`config.mk`:
```
export PLATFORM = sky130hd
export DESIGN_NAME = ata_strobe_timer
export DESIGN_NICKNAME = d
export VERILOG_FILES = /design/src/rtl/ats_pkg.sv /design/src/rtl/ats_cfg_reg.sv /design/src/rtl/ats_profile_sel.sv /design/src/rtl/ats_phase_seq.sv /design/src/rtl/ata_strobe_timer.sv
export SDC_FILE = /design/constraint.sdc
export NUM_CORES = 1
export LEC_CHECK = 0
export ABC_AREA = 1
export CORE_ASPECT_RATIO = 2
export CORE_MARGIN = 2
export CORE_UTILIZATION = 30
export CTS_CLUSTER_DIAMETER = 50
export DETAILED_ROUTE_END_ITERATION = 8
export PLACE_DENSITY = 0.57
export SYNTH_ARGS = -nofsm -noshare
export SYNTH_HDL_FRONTEND = slang
export SYNTH_SLANG_ARGS = --single-unit
export TNS_END_PERCENT = 100
```
`constraint.sdc`:
```
create_clock -name clk -period 1.86 [get_ports clk]
set_clock_uncertainty 0.15 [all_clocks]
set_input_delay 0.186 -clock clk [delete_from_list [all_inputs] [get_ports clk]]
set_output_delay 0.186 -clock clk [all_outputs]
set_load 0.005 [all_outputs]
```
`src/rtl/ats_pkg.sv`:
```
// Package: shared field layout, phase encoding and profile type for the
// ATA strobe timing generator. Assumes a 32-bit timing word whose fields
// all encode (cycles - 1).
package ats_pkg;

    localparam int WORD_W     = 32;
    localparam int FLAG_LSB   = 28;
    localparam int FLAG_W     = WORD_W - FLAG_LSB;

    localparam int SETUP_W    = 3;
    localparam int ACTIVE_W   = 5;
    localparam int RECOV_W    = 4;

    // data profile field positions
    localparam int D_RECOV_LSB  = 0;
    localparam int D_ACTIVE_LSB = 4;
    localparam int D_SETUP_LSB  = 22;
    // register profile field positions
    localparam int C_RECOV_LSB  = 9;
    localparam int C_ACTIVE_LSB = 13;
    localparam int C_SETUP_LSB  = 25;

    localparam int NUM_PROFILES = 2;
    localparam int PROF_DATA    = 0;
    localparam int PROF_CMD     = 1;

    localparam int CNT_W = (ACTIVE_W > RECOV_W) ?
                           ((ACTIVE_W > SETUP_W) ? ACTIVE_W : SETUP_W) :
                           ((RECOV_W > SETUP_W) ? RECOV_W : SETUP_W);

    localparam logic [WORD_W-1:0] SLOW_PIO_WORD = 32'h0d02_9d5e;

    typedef enum logic [2:0] {
        PH_IDLE   = 3'd0,
        PH_SETUP  = 3'd1,
        PH_ACTIVE = 3'd2,
        PH_RECOV  = 3'd3,
        PH_DONE   = 3'd4
    } phase_t;

    typedef struct packed {
        logic [SETUP_W-1:0]  setup;
        logic [ACTIVE_W-1:0] active;
        logic [RECOV_W-1:0]  recov;
    } profile_t;

endpackage

```
`src/rtl/ats_cfg_reg.sv`:
```
// Module: holds the timing word. A full write replaces all bits; a
// timing-only write keeps the mode-enable flags above FLAG_LSB.
// Assumes writes are single-cycle strobes synchronous to clk.
module ats_cfg_reg
    import ats_pkg::*;
#(
    parameter int                 W_BITS     = WORD_W,
    parameter int                 KEEP_LSB   = FLAG_LSB,
    parameter logic [W_BITS-1:0]  RESET_WORD = SLOW_PIO_WORD
) (
    input  logic              clk,
    input  logic              rst_n,
    input  logic              we,
    input  logic              timing_only,
    input  logic [W_BITS-1:0] wdata,
    output logic [W_BITS-1:0] word
);

    localparam int KEEP_W = W_BITS - KEEP_LSB;

    logic [W_BITS-1:0] word_q;
    logic [W_BITS-1:0] merged;

    // Purpose: build the value a write would store, per write mode.
    always_comb begin
        merged = wdata;
        if (timing_only) begin
            merged[W_BITS-1:KEEP_LSB] = word_q[W_BITS-1:KEEP_LSB];
        end
    end

    // Purpose: timing word storage with reset to the slowest PIO timing.
    always_ff @(posedge clk) begin
        if (!rst_n) begin
            word_q <= RESET_WORD;
        end else if (we) begin
            word_q <= merged;
        end
    end

    assign word = word_q;

    logic [KEEP_W-1:0] unused_keep;
    assign unused_keep = merged[W_BITS-1:KEEP_LSB];

endmodule

```
`src/rtl/ats_profile_sel.sv`:
```
// Module: extracts the data and register profiles from the timing word
// and selects one of them for the requested transfer type.
// Pure combinational; assumes the field layout of ats_pkg.
module ats_profile_sel
    import ats_pkg::*;
(
    input  logic [WORD_W-1:0] word,
    input  logic              use_cmd,
    output profile_t          prof
);

    profile_t prof_arr [NUM_PROFILES];

    // Purpose: one field extractor per profile.
    for (genvar g = 0; g < NUM_PROFILES; g++) begin : g_prof
        localparam int S_LSB = (g == PROF_CMD) ? C_SETUP_LSB  : D_SETUP_LSB;
        localparam int A_LSB = (g == PROF_CMD) ? C_ACTIVE_LSB : D_ACTIVE_LSB;
        localparam int R_LSB = (g == PROF_CMD) ? C_RECOV_LSB  : D_RECOV_LSB;
        assign prof_arr[g].setup  = word[S_LSB +: SETUP_W];
        assign prof_arr[g].active = word[A_LSB +: ACTIVE_W];
        assign prof_arr[g].recov  = word[R_LSB +: RECOV_W];
    end

    // Purpose: choose the profile named by the request type.
    always_comb begin
        prof = use_cmd ? prof_arr[PROF_CMD] : prof_arr[PROF_DATA];
    end

endmodule

```
`src/rtl/ats_phase_seq.sv`:
```
// Module: transfer sequencer. Accepts a request only when idle, latches
// the profile and direction, then counts setup, active and recovery
// (each value+1 cycles) followed by one done cycle. Assumes prof is
// valid in the cycle req_valid is high.
module ats_phase_seq
    import ats_pkg::*;
(
    input  logic     clk,
    input  logic     rst_n,
    input  logic     req_valid,
    input  logic     req_write,
    input  profile_t prof,
    output phase_t   phase,
    output logic     dir_write
);

    phase_t              phase_q;
    logic [CNT_W-1:0]    cnt_q;
    logic [ACTIVE_W-1:0] act_q;
    logic [RECOV_W-1:0]  rec_q;
    logic                wr_q;
    logic                cnt_zero;

    assign cnt_zero = (cnt_q == '0);

    // Purpose: phase register, down-counter and per-transfer latches.
    always_ff @(posedge clk) begin
        if (!rst_n) begin
            phase_q <= PH_IDLE;
            cnt_q   <= '0;
            act_q   <= '0;
            rec_q   <= '0;
            wr_q    <= 1'b0;
        end else begin
            unique case (phase_q)
                PH_IDLE: begin
                    if (req_valid) begin
                        phase_q <= PH_SETUP;
                        cnt_q   <= CNT_W'(prof.setup);
                        act_q   <= prof.active;
                        rec_q   <= prof.recov;
                        wr_q    <= req_write;
                    end
                end
                PH_SETUP: begin
                    if (cnt_zero) begin
                        phase_q <= PH_ACTIVE;
                        cnt_q   <= CNT_W'(act_q);
                    end else begin
                        cnt_q <= cnt_q - 1'b1;
                    end
                end
                PH_ACTIVE: begin
                    if (cnt_zero) begin
                        phase_q <= PH_RECOV;
                        cnt_q   <= CNT_W'(rec_q);
                    end else begin
                        cnt_q <= cnt_q - 1'b1;
                    end
                end
                PH_RECOV: begin
                    if (cnt_zero) begin
                        phase_q <= PH_DONE;
                    end else begin
                        cnt_q <= cnt_q - 1'b1;
                    end
                end
                PH_DONE: begin
                    phase_q <= PH_IDLE;
                end
                default: begin
                    phase_q <= PH_IDLE;
                end
            endcase
        end
    end

    assign phase     = phase_q;
    assign dir_write = wr_q;

endmodule

```
`src/rtl/ata_strobe_timer.sv`:
```
// Module: top of the ATA strobe timing generator for one channel.
// Combines the timing word register, profile selection and the transfer
// sequencer, and decodes the strobes from the registered phase.
// Assumes a single synchronous clock and synchronous active-low reset.
module ata_strobe_timer
    import ats_pkg::*;
(
    input  logic              clk,
    input  logic              rst_n,
    input  logic              cfg_we,
    input  logic              cfg_timing_only,
    input  logic [WORD_W-1:0] cfg_wdata,
    output logic [WORD_W-1:0] cfg_word,
    input  logic              req_valid,
    input  logic              req_write,
    input  logic              req_cmd,
    output logic              rd_n,
    output logic              wr_n,
    output logic              busy,
    output logic              done
);

    logic [WORD_W-1:0] word;
    profile_t          prof;
    phase_t            phase;
    logic              dir_write;

    ats_cfg_reg #(
        .W_BITS     (WORD_W),
        .KEEP_LSB   (FLAG_LSB),
        .RESET_WORD (SLOW_PIO_WORD)
    ) u_cfg (
        .clk         (clk),
        .rst_n       (rst_n),
        .we          (cfg_we),
        .timing_only (cfg_timing_only),
        .wdata       (cfg_wdata),
        .word        (word)
    );

    ats_profile_sel u_sel (
        .word    (word),
        .use_cmd (req_cmd),
        .prof    (prof)
    );

    ats_phase_seq u_seq (
        .clk       (clk),
        .rst_n     (rst_n),
        .req_valid (req_valid),
        .req_write (req_write),
        .prof      (prof),
        .phase     (phase),
        .dir_write (dir_write)
    );

    // Purpose: decode strobes and status from the registered phase.
    always_comb begin
        rd_n = !((phase == PH_ACTIVE) && !dir_write);
        wr_n = !((phase == PH_ACTIVE) &&  dir_write);
        busy = (phase != PH_IDLE);
        done = (phase == PH_DONE);
    end

    assign cfg_word = word;

endmodule

```
Word level (Yosys, flattened, before mapping):

Cells that the tools add are included.

* bitwise gates (word level): 1
* add/sub/neg operators: 1
* muxes and demuxes: 11
* equality and inequality tests: 9
* reduce and logical (&&, ||, !) cells: 13

Operators by type and width (number)
* $mux W5: 4
* $pmux W5 S4: 1
* $mux W12: 1
* $mux W3: 4
* $pmux W3 S4: 1
* $eq A3 B2 Y1 const B: 2
* $ne A2 B1 Y1 const B: 3
* $logic_not A5 Y1: 1
* $sub A5 B1 Y5 const B: 1
* $ne A2 B2 Y1 const B: 2
* $reduce_and A2 Y1: 2
* $reduce_and A4 Y1: 1
* $reduce_bool A4 Y1: 1
* $eq A3 B1 Y1 const B: 1
* $eq A3 B3 Y1 const B: 1
* $logic_not A1 Y1: 3
* $logic_not A3 Y1: 1
* $reduce_and A3 Y1: 1
* $reduce_bool A3 Y1: 1
* $logic_and A1 B1 Y1: 2
* $not A1 Y1: 1

* output and inout port bits: 36
* bits of input ports: 39
* register bits: 50
* word-level logic and storage cells: 42

Longest topological paths before layout:

* depth after elaboration: 3
* gate-level depth with buffers: 9
* mapped depth without buffers: 9

Hierarchy:

A second synthesis with hierarchy kept.

* cell total of the unflattened synthesis: 334
* area, all modules: 2309.7 um^2

Modules (own cells, without submodules)
* ats_cfg_reg: area each 1144.8 um^2, cells each 148, instances 1
* ats_phase_seq: area each 965.9 um^2, cells each 138, instances 1
* ats_profile_sel: area each 157.7 um^2, cells each 39, instances 1
* ata_strobe_timer: area each 41.3 um^2, cells each 9, instances 1

Worst setup path before layout:

OpenSTA, ideal clock, no wires.

* path type: reg2reg
* start point: register u_seq.cnt_q[0]
* end point: register u_seq.cnt_q[0]
* buffers on the path: 0
* path slack: 421 ps
* data required time: 1644 ps
* arrival time: 1222 ps
* stages on the path, launching flop included: 10
* clock period less this slack: 1439 ps
* path through: dfxtp_1 -> inv_1 -> ha_1 -> nand3_4 -> inv_2 -> nand2_2 -> nand3_4 -> nor2_1 -> nand2_1 -> a21oi_2

* longest elaborated chain between the ends: 3
* elaborated cells between the ends (all ways): 8
* classes of those cells: add/sub: 1; eq/ne: 1; mux: 4; reduce/logical: 2

Ends and longest elaborated chain
* start, declared: line ats_phase_seq.sv:18 `logic [CNT_W-1:0] cnt_q;`
* start signal, assigned: line ats_phase_seq.sv:39 `cnt_q <= CNT_W'(prof.setup);`
* start signal, assigned: line ats_phase_seq.sv:48 `cnt_q <= CNT_W'(act_q);`
* start signal, assigned: line ats_phase_seq.sv:50 `cnt_q <= cnt_q - 1'b1;`
* $sub A5 B1 Y5 / $logic_not A5 Y1 (equally long branches)
* $mux W5 (tied with other cells): line ats_phase_seq.sv:62 `if (cnt_zero) begin`
* $pmux W5 S4 / $reduce_and A3 Y1 (equally long branches)

Parallel ways exist; a longest one is shown, timed or not. The select of a mux whose other input is x is not followed.
A chain may end at the register's enable or synchronous reset.

Worst setup path in the final report:

* start point: register u_seq.phase_q[0], in the netlist u_seq.phase[0]
* end point: output port rd_n

* longest elaborated chain between the ends: 3

Ends and longest elaborated chain
* start, declared: line ats_phase_seq.sv:17 `phase_t phase_q;`
* start signal, assigned: line ats_phase_seq.sv:29 `phase_q <= PH_IDLE;`
* start signal, assigned: line ats_phase_seq.sv:38 `phase_q <= PH_SETUP;`
* start signal, assigned: line ats_phase_seq.sv:47 `phase_q <= PH_ACTIVE;`
* $eq A3 B2 Y1: line ata_strobe_timer.sv:59 `rd_n = !((phase == PH_ACTIVE) && !dir_write);`
* $logic_and A1 B1 Y1: line ata_strobe_timer.sv:59
* $logic_not A1 Y1: line ata_strobe_timer.sv:59
* end, declared: line ata_strobe_timer.sv:17 `output logic rd_n,`

No other way between the ends.

==> metrics list <==
* Worst path cell trace: nor2_2 > nand2_1 > inv_2 > nand2_1 > clkdlybuf4s50_1
- Area of the core region: 6940 sq um
- For this run, design rule violations remaining after detail routing come to 0.
* Critical R2R Launch: u_seq.cnt_q[0]$_SDFFE_PN0P_
- The share of total power dissipated in combinational logic is 38.9%.
- Y dimension of the die: 124 microns
- Final global-route overflow total: 0
- In this run the most critical hold path is launched from u_seq.act_q[0]$_SDFFE_PN0P_.
* Overall routing resource usage: 16.0%
- In this run the deepest clock path goes through 2 buffers.
- The wire-length estimate of the detail-placed layout is 4560 microns.
* Mapped Avg Cell Area: 7.36 sq um
* Drt first pass iters: 4
- Counting flops and latches in the post-synthesis netlist gives 50.
- Endpoint of the worst-slack reg-to-reg timing path: u_seq.cnt_q[0]$_SDFFE_PN0P_
- Maximum clock frequency: 564 MHz
- Gpl congestion: 0.857
- The Yosys step of the flow raised 0 warnings.
- In the final design database the tool counted 410 nets.
- For this design the ratio of total power to cell area is 1170 nW/um^2.
* Cell at the slowest stage of the critical path: sky130_fd_sc_hd__clkdlybuf4s50_1
- At the worst endpoint, the required time is 1.52 ns.
- The number of buffers and inverters on the critical path is 2.
* Post-placement cell area: 3040 sq um
* Die Wd: 64.0 microns
- Initial cell density of the core: 31.1%
- Setup-failing EPs final: 0
- The H-tree generated during clock tree synthesis spans 2 levels.
- Pin count of the biggest net entering global routing: 33
- Worst-path maximum fanout: 5
* Worst Hold Class: reg2reg
* Max rail drop VDD: 551 uV
- Summed over all failing endpoints, the final setup total negative slack is 0 ns.
- The count of nets left with antenna violations once routing finished came out at 0.
* Cell Area, Synth: 2160 sq um
- Period Utilization, post-route: 95.3%
- Drt first-iter violations: 57
* Global-route wire length before repair: 9860 microns
* Number of placed cells counting well taps: 453
- Cell internal power was estimated by the tool at 2.39 mW.
- Fill cell count: 717
* Total number of vias: 2,086
- Share of cells above drive strength 1: 9.73%
- Diode insertion count for antenna repair: 0
- Synthesis produced a netlist with a net count of 333.
* Via density per instance: 4.53
* DR WL/cell: 12.8 microns
- Setup slack on the worst reg-to-reg path comes out at 0.25 ns.
- For the worst flop-to-flop path, the logic depth is 9.
- Worst Max-Slew Pin Slew: 0.329 ns
* Unrepaired setup endpoints after global routing: false
* Wire length after detailed routing: 5870 microns
* Min-Delay Path Depth: 2
- STA classifies the critical path endpoint as a primary output.
* Sequential power share: 38.0%
* Top-level I/O count: 75
* Inserted Clock Buffers: 5
- Clock network latency to the later pin of the worst-skew pair: 0.29 ns
- TritonCTS built the clock tree.
- Pwr Total: 3.72 mW
* Number of global-route vias before repair: 2,168
- Final std cell area, no fill: 3180 sq um
- Most frequent cells in the layout: 74 x sky130_fd_sc_hd__clkdlybuf4s50_1, 47 x sky130_fd_sc_hd__dfxtp_1, 44 x sky130_fd_sc_hd__nand2_1, 44 x sky130_fd_sc_hd__nor2_1, 36 x sky130_fd_sc_hd__o21ai_0
- The floorplan step defined a die boundary enclosing 7930 sq um.
* Category of cells accounting for the largest share of critical-path delay: buffers and inverters
- In this run switching power makes up 35.7% of total power.
- Buffers placed on the I/O ports in this run total 74.
- Antenna violations before repair: 0
- Sequential-to-total area share from yosys stat: 46.4%
- Measured against its own limit, the worst slew margin works out to 78.0%.
* Final instance count without filler cells: 460
- Syn Inst Count: 293
* Worst setup SP type: register
- Area growth from synthesis to final layout: 47.2%
- After layout, the minimum clock period comes to 1.77 ns.
- Endpoint, Worst Hold: u_seq.act_q[0]$_SDFFE_PN0P_
* Post-CTS Hold Fix Bufs: 0
- CTS clock-pin slew for the worst setup and hold paths: 0.06 ns
* CP peak stage delay: 0.43 ns
- Count of max-cap constraint violations: 0
- The final number of hold-violating endpoints was 0.
- Total number of placement rows: 43
* Worst path most repeated cell: sky130_fd_sc_hd__nand2_1
- Path type of the worst setup path: reg2out
* Result of the run: finished clean
- Switching power: 1.33 mW
- Summed over all cells, the static leakage comes to 1.32 nW.
- Clk root buf: sky130_fd_sc_hd__clkbuf_16
- Total number of clock tree sinks: 50
* Most common library cell in the layout ignoring fill and taps: sky130_fd_sc_hd__clkdlybuf4s50_1
- Worst Path Arrival: 1.44 ns
- The final max-slew violation count is 0.
- Library cells used by synthesis: 24
- Power share of the clock group: 23.1%
-- synthesized netlist by cell type, drive strengths merged --
library cell  instances  area share [%]
inv                  32             5.6
ha                    1            0.58
buf                   4            0.93
clkbuf                9             1.6
nand2                48             8.8
dfxtp                50              46
o21ai                36             8.4
a21oi                29             7.3
o2111a                1            0.52
nand3                14             4.4
nor3                  2            0.46
nor2                 50             9.5
clkinv                2            0.35
o211ai                1            0.35
o22ai                 1            0.29
nand3b                2            0.70
a211oi                9             3.1
xor2                  2            0.81
-- timing repair --
action | CTS | global route
buffers inserted | 0 | 0
gates resized for setup | 2 | 3
endpoints found under the setup margin | 2 | 3
-- cell families after synthesis --
| logic type | share of synthesized area (%) |
|---|---|
| and+or+nand+nor | 23.9 |
| AOI/OAI and AO/OA | 19.9 |
| buffers and inverters | 8.41 |
| xor gates and xnor gates | 0.812 |
| DFF | 46.4 |
| adders and majority gates | 0.580 |
-- registers in the layout, summed over array words and instances, names as in the netlist --
| register | cells |
|---|---|
| u_cfg.word | 32 |
| u_seq.cnt_q | 5 |
| u_seq.act_q | 5 |
| u_seq.dir_write | 1 |
| u_seq.rec_q | 4 |
| u_seq.phase | 3 |
-- stage by stage --
step                      hold slack, ns  worst slack (ns)  util, %
after floorplan                    0.162             0.421        -
after detailed placement           0.290             0.255     43.8
after global placement             0.288             0.261     43.8
after CTS                          0.299            0.0152     45.7
after global routing               0.334           0.00134     45.8
final                              0.295            0.0865     45.8
-- worst max path at each step --
stage / from / endpoint / depth (start not counted)
finish: u_seq.phase[0]$_SDFFE_PN0P_ / rd_n / 5
global route: u_seq.phase[0]$_SDFFE_PN0P_ / rd_n / 5
CTS: u_seq.phase[2]$_SDFFE_PN0P_ / done / 3
detailed placement: req_cmd / u_seq.cnt_q[0]$_SDFFE_PN0P_ / 7
global placement: req_cmd / u_seq.rec_q[2]$_SDFFE_PN0P_ / 7
floorplan: u_seq.cnt_q[0]$_SDFFE_PN0P_ / u_seq.cnt_q[0]$_SDFFE_PN0P_ / 9
-- layout make-up --
cell class | instances | area [sq um] | share of cell area (%)
well taps | 90 | 113 | 3.55
multi-input cells | 196 | 977 | 30.8
repair buffers | 83 | 821 | 25.8
inverters | 34 | 128 | 4.02
flip-flops and latches | 50 | 1000 | 31.6
clock buffers | 7 | 133 | 4.18
-- power by group through the flow --
stage | registers, mW | logic (mW) | clock network (mW)
final | 1.41 | 1.45 | 0.858
after global routing | 1.43 | 1.65 | 0.931
after CTS | 1.41 | 1.47 | 0.883
after detailed placement | 1.43 | 1.45 | 0
after global placement | 1.42 | 1.44 | 0
after floorplan | 1.39 | 0.964 | 0
-- routing by layer --
metal | track usage, % | vias up | wire, microns
met3 | 3.79 | 8 | 226
met1 | 16.8 | 932 | 2270
met2 | 29.8 | 46 | 3240
met4 | 7.07 | 0 | 129
li1 | - | 1100 | -
met5 | 0 | - | 0
-- worst min-delay path: cells and delay by family, from the launching register on --
kind | cells | cell delay [ns]
flops | 1 | 0.31
buf+inv | 1 | 0.05
compound gates | 1 | 0.05
(Power assumes the default switching activity.)
